<file path="src/rtl/barrier_pkg.sv">
package barrier_pkg;

  typedef enum logic [1:0] {
    OP_NONE  = 2'b00,
    OP_DMB   = 2'b01,
    OP_DRAIN = 2'b10,
    OP_FLUSH = 2'b11
  } bar_op_e;

  localparam int unsigned NUM_LVL = 3;
  localparam int unsigned LVL_W   = 2;

  localparam logic [LVL_W-1:0] LVL_LOCAL = 2'd0;
  localparam logic [LVL_W-1:0] LVL_IC    = 2'd1;
  localparam logic [LVL_W-1:0] LVL_FIN   = 2'd2;

  // Completion level an access needs before it counts as finished
  function automatic logic [LVL_W-1:0] level_of(input logic is_write,
                                                input logic [1:0] mtype);
    if (!is_write)          return LVL_FIN;
    else if (mtype == 2'b00) return LVL_LOCAL;
    else if (mtype == 2'b01) return LVL_IC;
    else                     return LVL_FIN;
  endfunction

endpackage

</file>
<file path="src/rtl/bar_sat_counter.sv">
module bar_sat_counter #(
  parameter int unsigned CNT_W = 4
) (
  input  logic clk,
  input  logic rst,
  input  logic inc,
  input  logic dec,
  output logic is_zero
);
  localparam logic [CNT_W-1:0] CNT_MAX = {CNT_W{1'b1}};

  logic [CNT_W-1:0] cnt_q;

  always_ff @(posedge clk) begin
    if (rst) begin
      cnt_q <= '0;
    end else if (inc && !dec && cnt_q != CNT_MAX) begin
      cnt_q <= cnt_q + 1'b1;
    end else if (dec && !inc && cnt_q != '0) begin
      cnt_q <= cnt_q - 1'b1;
    end
  end

  assign is_zero = (cnt_q == '0);

  // saturation at the top
  p_no_overflow_r6: assert property (@(posedge clk) disable iff (rst)
    (cnt_q == CNT_MAX && inc && !dec) |=> (cnt_q == CNT_MAX));

  // no wrap below zero
  p_no_underflow_r6: assert property (@(posedge clk) disable iff (rst)
    (cnt_q == '0 && dec && !inc) |=> (cnt_q == '0));

endmodule

</file>
<file path="src/rtl/bar_fsm.sv">
module bar_fsm
  import barrier_pkg::*;
(
  input  logic       clk,
  input  logic       rst,
  input  logic       bar_valid,
  input  logic [1:0] bar_op,
  input  logic       all_zero,
  output logic       bar_ready,
  output logic       mem_stall,
  output logic       insn_stall,
  output logic       irq_stall,
  output logic       bar_done,
  output logic       pipe_flush
);
  logic    busy_q;
  bar_op_e op_q;
  logic    accept;
  logic    finish;

  assign accept = !busy_q && bar_valid && (bar_op != OP_NONE);
  assign finish = busy_q && ((op_q == OP_FLUSH) || all_zero);

  always_ff @(posedge clk) begin
    if (rst) begin
      busy_q     <= 1'b0;
      op_q       <= OP_NONE;
      mem_stall  <= 1'b0;
      insn_stall <= 1'b0;
      irq_stall  <= 1'b0;
      bar_done   <= 1'b0;
      pipe_flush <= 1'b0;
    end else begin
      bar_done   <= 1'b0;
      pipe_flush <= 1'b0;
      if (accept) begin
        busy_q     <= 1'b1;
        op_q       <= bar_op_e'(bar_op);
        mem_stall  <= (bar_op == OP_DMB) || (bar_op == OP_DRAIN);
        insn_stall <= (bar_op == OP_DRAIN);
        irq_stall  <= (bar_op == OP_DRAIN);
      end else if (finish) begin
        busy_q     <= 1'b0;
        mem_stall  <= 1'b0;
        insn_stall <= 1'b0;
        irq_stall  <= 1'b0;
        bar_done   <= 1'b1;
        pipe_flush <= (op_q == OP_FLUSH);
      end
    end
  end

  assign bar_ready = !busy_q;

  // a drain stalls every scope at once
  p_drain_scope_r3: assert property (@(posedge clk) disable iff (rst)
    insn_stall |-> (mem_stall && irq_stall));

  // flush pulse only comes with completion
  p_flush_with_done_r7: assert property (@(posedge clk) disable iff (rst)
    pipe_flush |-> bar_done);

  // an ordering barrier finishes only after the counters were empty
  p_done_waits_r4: assert property (@(posedge clk) disable iff (rst)
    (bar_done && !pipe_flush) |-> $past(all_zero));

  // a no-op code starts nothing
  p_ignore_nop_r1: assert property (@(posedge clk) disable iff (rst)
    (bar_ready && bar_valid && bar_op == 2'b00) |=> bar_ready);

  // no request taken while busy
  p_hold_op_r8: assert property (@(posedge clk) disable iff (rst)
    (!bar_ready && !finish) |=> ($stable(op_q) && !bar_ready));

endmodule

</file>
<file path="src/rtl/barrier_ctrl.sv">
module barrier_ctrl
  import barrier_pkg::*;
#(
  parameter int unsigned CNT_W = 4
) (
  input  logic       clk,
  input  logic       rst,
  input  logic       bar_valid,
  input  logic [1:0] bar_op,
  output logic       bar_ready,
  input  logic       mem_start,
  input  logic       mem_is_write,
  input  logic [1:0] mem_type,
  input  logic       ack_local,
  input  logic       ack_ic,
  input  logic       ack_fin,
  output logic       mem_stall,
  output logic       insn_stall,
  output logic       irq_stall,
  output logic       bar_done,
  output logic       pipe_flush
);
  logic [LVL_W-1:0]   lvl;
  logic [NUM_LVL-1:0] lvl_inc;
  logic [NUM_LVL-1:0] lvl_dec;
  logic [NUM_LVL-1:0] lvl_zero;
  logic               all_zero;

  assign lvl     = level_of(mem_is_write, mem_type);
  assign lvl_dec = {ack_fin, ack_ic, ack_local};

  for (genvar g = 0; g < NUM_LVL; g++) begin : g_lvl
    assign lvl_inc[g] = mem_start && (lvl == LVL_W'(g));
    bar_sat_counter #(.CNT_W(CNT_W)) i_cnt (
      .clk     (clk),
      .rst     (rst),
      .inc     (lvl_inc[g]),
      .dec     (lvl_dec[g]),
      .is_zero (lvl_zero[g])
    );
  end

  assign all_zero = &lvl_zero;

  bar_fsm i_fsm (
    .clk        (clk),
    .rst        (rst),
    .bar_valid  (bar_valid),
    .bar_op     (bar_op),
    .all_zero   (all_zero),
    .bar_ready  (bar_ready),
    .mem_stall  (mem_stall),
    .insn_stall (insn_stall),
    .irq_stall  (irq_stall),
    .bar_done   (bar_done),
    .pipe_flush (pipe_flush)
  );

  // one increment per started access, into exactly one class
  p_one_class_r5: assert property (@(posedge clk) disable iff (rst)
    $onehot0(lvl_inc));

  // memory accesses do not start while stalled (core contract)
  p_no_start_stalled_r2: assert property (@(posedge clk) disable iff (rst)
    mem_stall |-> !mem_start);

endmodule

</file>
<file path="config.mk">
export PLATFORM = sky130hd
export DESIGN_NAME = barrier_ctrl
export DESIGN_NICKNAME = d
export VERILOG_FILES = /design/src/rtl/barrier_pkg.sv /design/src/rtl/bar_sat_counter.sv /design/src/rtl/bar_fsm.sv /design/src/rtl/barrier_ctrl.sv
export SDC_FILE = /design/constraint.sdc
export NUM_CORES = 1
export LEC_CHECK = 0
export BUFFER_PORTS_ARGS = -buffer_cell sky130_fd_sc_hd__buf_2
export CAP_MARGIN = 15
export CORE_ASPECT_RATIO = 1.25
export CORE_MARGIN = 2
export CORE_UTILIZATION = 50
export CTS_BUF_LIST = sky130_fd_sc_hd__clkbuf_8 sky130_fd_sc_hd__clkbuf_16
export DETAILED_ROUTE_END_ITERATION = 8
export MAX_ROUTING_LAYER = met4
export PLACE_DENSITY = 0.71
export RECOVER_POWER = 25
export SLEW_MARGIN = 5
export SYNTH_ARGS = -nofsm -noshare
export SYNTH_HDL_FRONTEND = slang
export SYNTH_SLANG_ARGS = --single-unit
</file>
<file path="constraint.sdc">
create_clock -name clk -period 2.4 [get_ports clk]
set_input_delay 0.36 -clock clk [delete_from_list [all_inputs] [get_ports clk]]
set_output_delay 0.36 -clock clk [all_outputs]
set_load 0.005 [all_outputs]
</file>
* Word level (Yosys, flattened, before mapping) *
Cells that the tools add are included.

operators by class
  add/subtract/negate cells = 6
  equality and inequality tests = 9
  mux-type cells = 14
  bitwise logic cells = 1
  reduce and logical (&&, ||, !) cells = 43

operators by type and width
  operator               number
  $mux W4                6
  $logic_and A1 B1 Y1    18
  $add A4 B1 Y4 const B  3
  $logic_not A4 Y1       3
  $ne A4 B4 Y1 const B   3
  $reduce_bool A4 Y1     3
  $sub A4 B1 Y4 const B  3
  $reduce_bool A2 Y1     5
  $logic_not A1 Y1       7
  $eq A2 B1 Y1 const B   3
  $eq A2 B2 Y1 const B   3
  $mux W2                3
  $mux W1                5
  $logic_not A2 Y1       2
  $reduce_and A3 Y1      1
  $reduce_or A3 Y1       1
  $logic_or A1 B1 Y1     2
  $reduce_or A2 Y1       1
  $not A1 Y1             1

word-level totals
  flip-flop bits (word level) = 19

* Longest topological paths before layout *
  word-level depth = 11
  depth in mapped cells = 8
  mapped depth without buffers = 8

* Modules after synthesis *
Synthesis repeated with hierarchy kept, for this count alone.

second synthesis, totals
  cell total of the unflattened synthesis = 118
  area, all modules = 1213.7 µm²

modules (own cells, without submodules)
  module                                area each (µm²)  times used  cells each
  bar_sat_counter (g_lvl[1].i_cnt ...)  286.5            2           28
  bar_fsm                               314.1            1           29
  bar_sat_counter (g_lvl[0].i_cnt)      287.8            1           28
  barrier_ctrl                          38.8             1           5

* Least setup slack after synthesis *
Ideal clock, no wire load.

  path kind = input to register
  start = in mem_is_write
  end = reg g_lvl[2].i_cnt.cnt_q[3]
  stages on the path = 8
  data arrival time = 1926 ps
  data required time = 2305 ps
  library setup time = 95 ps
  slack = 378 ps
  cells stage by stage = nor2b_4 -> nor4b_4 -> inv_2 -> ha_1 -> a21o_1 -> a2111oi_0 -> mux2i_1 -> o311ai_1

between the ends
  cells in the longest elaborated chain, start to end = 7
  elaborated cells on any way between the ends = 10

RTL lines
  element                            line                   text
  start, declared                    barrier_ctrl.sv:12     input logic mem_is_write,
  $mux W2 (*)                        barrier_pkg.sv:20      if (!is_write) return LVL_FIN;
  $eq A2 B2 Y1 (*)                   barrier_ctrl.sv:33     assign lvl_inc[g] = mem_start && (lvl == LVL_W'(g));
  $logic_and A1 B1 Y1 (*)            barrier_ctrl.sv:33
  $logic_not A1 Y1                   bar_sat_counter.sv:19  end else if (dec && !inc && cnt_q != '0) begin
  $logic_and A1 B1 Y1 (2 in series)  bar_sat_counter.sv:19
  $reduce_bool A2 Y1 (no line)       -
  end signal, assigned               bar_sat_counter.sv:18  cnt_q <= cnt_q + 1'b1;
  end signal, assigned               bar_sat_counter.sv:20  cnt_q <= cnt_q - 1'b1;
  end, declared                      bar_sat_counter.sv:12  logic [CNT_W-1:0] cnt_q;

Mark *: on every way between the ends. The rest lies on a longest branch, timed or not.
A chain may end at the register's enable or synchronous reset.

* Worst setup path in the final report *
  start = reg g_lvl[0].i_cnt.cnt_q[1]
  end = reg g_lvl[0].i_cnt.cnt_q[3]

between the ends
  cells in the longest elaborated chain, start to end = 3
  elaborated cells on any way between the ends = 9

RTL lines
  element                                        line
  start, declared                                bar_sat_counter.sv:12
  start signal, assigned                         bar_sat_counter.sv:18
  start signal, assigned                         bar_sat_counter.sv:20
  $sub A4 B1 Y4 (tied with other cells)          bar_sat_counter.sv:20
  $mux W4 (tied with other cells)                bar_sat_counter.sv:19
  $mux W4 or $reduce_bool A2 Y1 (tied branches)  -

Several ways; a longest one is shown, not always the timed one. The select of a mux whose other input is x is not followed.

==> impl_metrics.csv <==
group,metric,value,unit
global_routing,grt_pass1_vias,999,
timing,slew_headroom,0.3876,
synth,yosysUniqueCellTypes,39,
cells_and_area,fill_cells,224,
worst_hold_path,min-delay-start,"bar_op[0]",
worst_hold_path,hp-class,"in2reg",
timing,tns,0,ps
cells_and_area,drive_gt1_frac,0.1800,
timing,maxSlewViolCount,0,
synth,synth_area_per_cell,9.331,µm²
worst_setup_path,start_kind,"flip-flop",
synth,seq_area_frac_synth,0.3112,
cts,cts_num_sinks,19,
placement,placed_cell_area,1341,µm²
worst_setup_path,crit_required,2540,ps
worst_setup_path,worstRegToRegCells,6,
worst_hold_path,holdPathStages,3,
detailed_routing,initialDrtViolationCount,19,
cells_and_area,syn_to_final_growth,13.00,%
cells_and_area,final_cell_area,1381,µm²
placement,port_buffers,17,
cells_and_area,layout.nets,174,
pwr,power.leakage,0.0005855,µW
run_status,status,"finished clean",
synth,synth-seq-cells,19,
timing,clock_skew,7.044,ps
synth,syn_area,1222,µm²
global_routing,antenna_found_initial,0,
cts,cts_tree,"done",
cts,htreeDepth,1,
timing,setup_slack,200.2,ps
timing,period_needed,2200,ps
pwr,vdd_drop_max,0.5189,mV
flow_run,drv_cap,0,
worst_setup_path,worst_ep_arrival_time,2340,ps
worst_setup_path,crit_cells,6,
detailed_routing,drtAntennaViolNets,0,
detailed_routing,wirelength,2391,µm
floorplanning,die_y,59.28,µm
synth,synth-edff-count,0,
placement,dp_slack,83.78,ps
cts,cts_hold_buf,0,
worst_setup_path,slowest_delay,380,ps
synth,yosysTopAreaCellShare,0.3112,
worst_setup_path,r2r_slack,200,ps
worst_setup_path,cpLargestDelayFamily,"compound AO/OA/AOI/OAI gates",
global_routing,grt_start_max_net_pins,25,
detailed_routing,vias_per_cell,5.661,
global_routing,grt_use_total,0.2023,
synth,ys_warn_count,0,
worst_setup_path,worstPathCellList,"a41o_1 > or2_2 > ha_1 > a21oi_1 > a2111oi_0 > a211o_1",
cts,clock_latency,250,ps
floorplanning,dieArea,2859,µm²
synth,ys_top_cells_by_area,"dfxtp_1, ha_1, mux2i_1, fa_1, a21oi_1",
cts,cts_inserted_buffers,3,
worst_setup_path,r2r-end,"g_lvl[0].i_cnt.cnt_q[3]$_SDFFE_PP0P_",
worst_setup_path,path_class,"reg2reg",
worst_setup_path,crit_buf_inv,0,
synth,async_flop_share,0,
cts,root_buffer,"clkbuf_8",
placement,hpwl,1891,µm
timing,post-route-period-util,0.9166,
timing,tightestPinTransition,918.5,ps
worst_setup_path,r2r-start,"g_lvl[0].i_cnt.cnt_q[1]$_SDFFE_PP0P_",
synth,syn_nets,154,
global_routing,grt_remaining_overflow,0,
timing,fmax,454.6,MHz
worst_setup_path,worstSetupEndpointType,"flip-flop",
synth,synth_area_leader_cell,"dfxtp_1",
detailed_routing,drt_first_pass_iters,4,
cells_and_area,multiInputGateArea,808.3,µm²
placement,routabilityCongestion,0.7702,
cells_and_area,seq_area,380.4,µm²
timing,rsz0062_at_grt,"false",
timing,setup_viol,0,
detailed_routing,drc,0,
detailed_routing,wl_per_cell,13.07,µm
cells_and_area,diodes,0,
detailed_routing,vias,1036,
floorplanning,pin_count,18,
global_routing,grt_pass1_wl,4119,µm
worst_hold_path,min_to,"i_fsm.op_q[0]$_SDFFE_PP0P_",
floorplanning,rows,20,
pwr,pwr_density_cell,986.8,nW/µm²
timing,hold_viol,0,
worst_setup_path,cp_slowest_cell,"dfxtp_1",
worst_setup_path,crit_fanout,6,
floorplanning,initial_core_util,0.5142,
cts,post_cts_buffers,0,
synth,syn_inst,131,
cts,ctsResizeCount,0,
synth,ys.flop_type,"dfxtp_1",
floorplanning,core,2377,µm²
cts,clk_pin_slew,70,ps
cts,cts_max_path_buffers,2,
floorplanning,die_w,48.23,µm
-- flip-flops by register name (all words and copies together), names as in the netlist --
register	cells
g_lvl.i_cnt.cnt_q	12
i_fsm.bar_done	1
i_fsm.busy_q	1
i_fsm.insn_stall	1
i_fsm.mem_stall	1
i_fsm.op_q	2
i_fsm.pipe_flush	1
-- cell type report --
cell class,count,share of cell area
Clock buffer,3,0.02989
Clock inverter,1,0.002717
Inverter,5,0.01359
Multi-Input combinational cell,104,0.5851
Sequential cell,19,0.2754
Tap cell,33,0.02989
Timing Repair Buffer,18,0.06341
-- worst reg2reg max path, stage by stage, from the launching register on --
cell and delay, ps:
dfxtp_1 380, a41o_1 260, or2_2 330, ha_1 340, a21oi_1 320, a2111oi_0 160
a211o_1 310
-- how the worst max path moves through the flow --
stage | start | to | slack (ps)
floorplan | mem_is_write | g_lvl[2].i_cnt.cnt_q[3]$_SDFFE_PP0P_ | 380
finish | g_lvl[0].i_cnt.cnt_q[1]$_SDFFE_PP0P_ | g_lvl[0].i_cnt.cnt_q[3]$_SDFFE_PP0P_ | 200
global placement | mem_type[1] | g_lvl[1].i_cnt.cnt_q[3]$_SDFFE_PP0P_ | 180
detailed placement | mem_type[1] | g_lvl[1].i_cnt.cnt_q[3]$_SDFFE_PP0P_ | 80
CTS | g_lvl[0].i_cnt.cnt_q[1]$_SDFFE_PP0P_ | g_lvl[0].i_cnt.cnt_q[3]$_SDFFE_PP0P_ | 250
global route | g_lvl[0].i_cnt.cnt_q[0]$_SDFFE_PP0P_ | g_lvl[0].i_cnt.cnt_q[3]$_SDFFE_PP0P_ | 60
-- cell usage in the layout, fill, tap and decap left out, types with 4 or more instances in the layout --
master / count
dfxtp_1: 19
nor2_1: 9
nand3_1: 6
a21oi_1: 10
ha_1: 8
inv_1: 4
nand2_1: 9
mux2i_1: 7
clkbuf_1: 4
buf_2: 13
xnor2_1: 5
-- through the flow --
stage	power, µW	std cells	hold slack [ps]	util
5_1_grt	1484	183	379.2	0.5811
3_5_place_dp	1162	179	460.5	0.5642
4_1_cts	1380	183	358.0	0.5832
2_1_floorplan	1004	131	436.4	-
3_3_place_gp	1118	179	442.6	0.5642
6_report	1363	183	360.5	0.5811
-- Yosys cell counts, types with 5 or more instances --
master / count
dfxtp_1: 19
a21oi_1: 10
nand2_1: 9
nor2_1: 9
ha_1: 8
mux2i_1: 7
nand3_1: 6
xnor2_1: 5
-- power breakdown --
group | total [µW] | switching [µW] | internal [µW]
Sequential | 533 | 128 | 404
Combinational | 621 | 320 | 300
Clock | 210 | 96.5 | 113
-- kinds of logic after synthesis --
group	count (synthesis)	synth area share
AND/OR/NAND/NOR	49	0.2497
AO/OA/AOI/OAI	32	0.1873
XOR/XNOR	5	0.03582
buffers and inverters	8	0.02764
flip-flops	19	0.3112
multiplexers	7	0.05732
adder cells (fa/ha/maj)	11	0.1310
-- metal layers --
layer | part of all wire | wire length, µm | GRT usage | up-vias
met5 | 0 | 0 | - | -
met4 | 0.0096 | 23 | 0.08108 | 0
met3 | 0.034 | 82 | 0.01829 | 4
met2 | 0.52 | 1239 | 0.3421 | 19
met1 | 0.44 | 1045 | 0.2353 | 481
li1 | - | - | - | 532
Power figures use the tool's default switching activity.
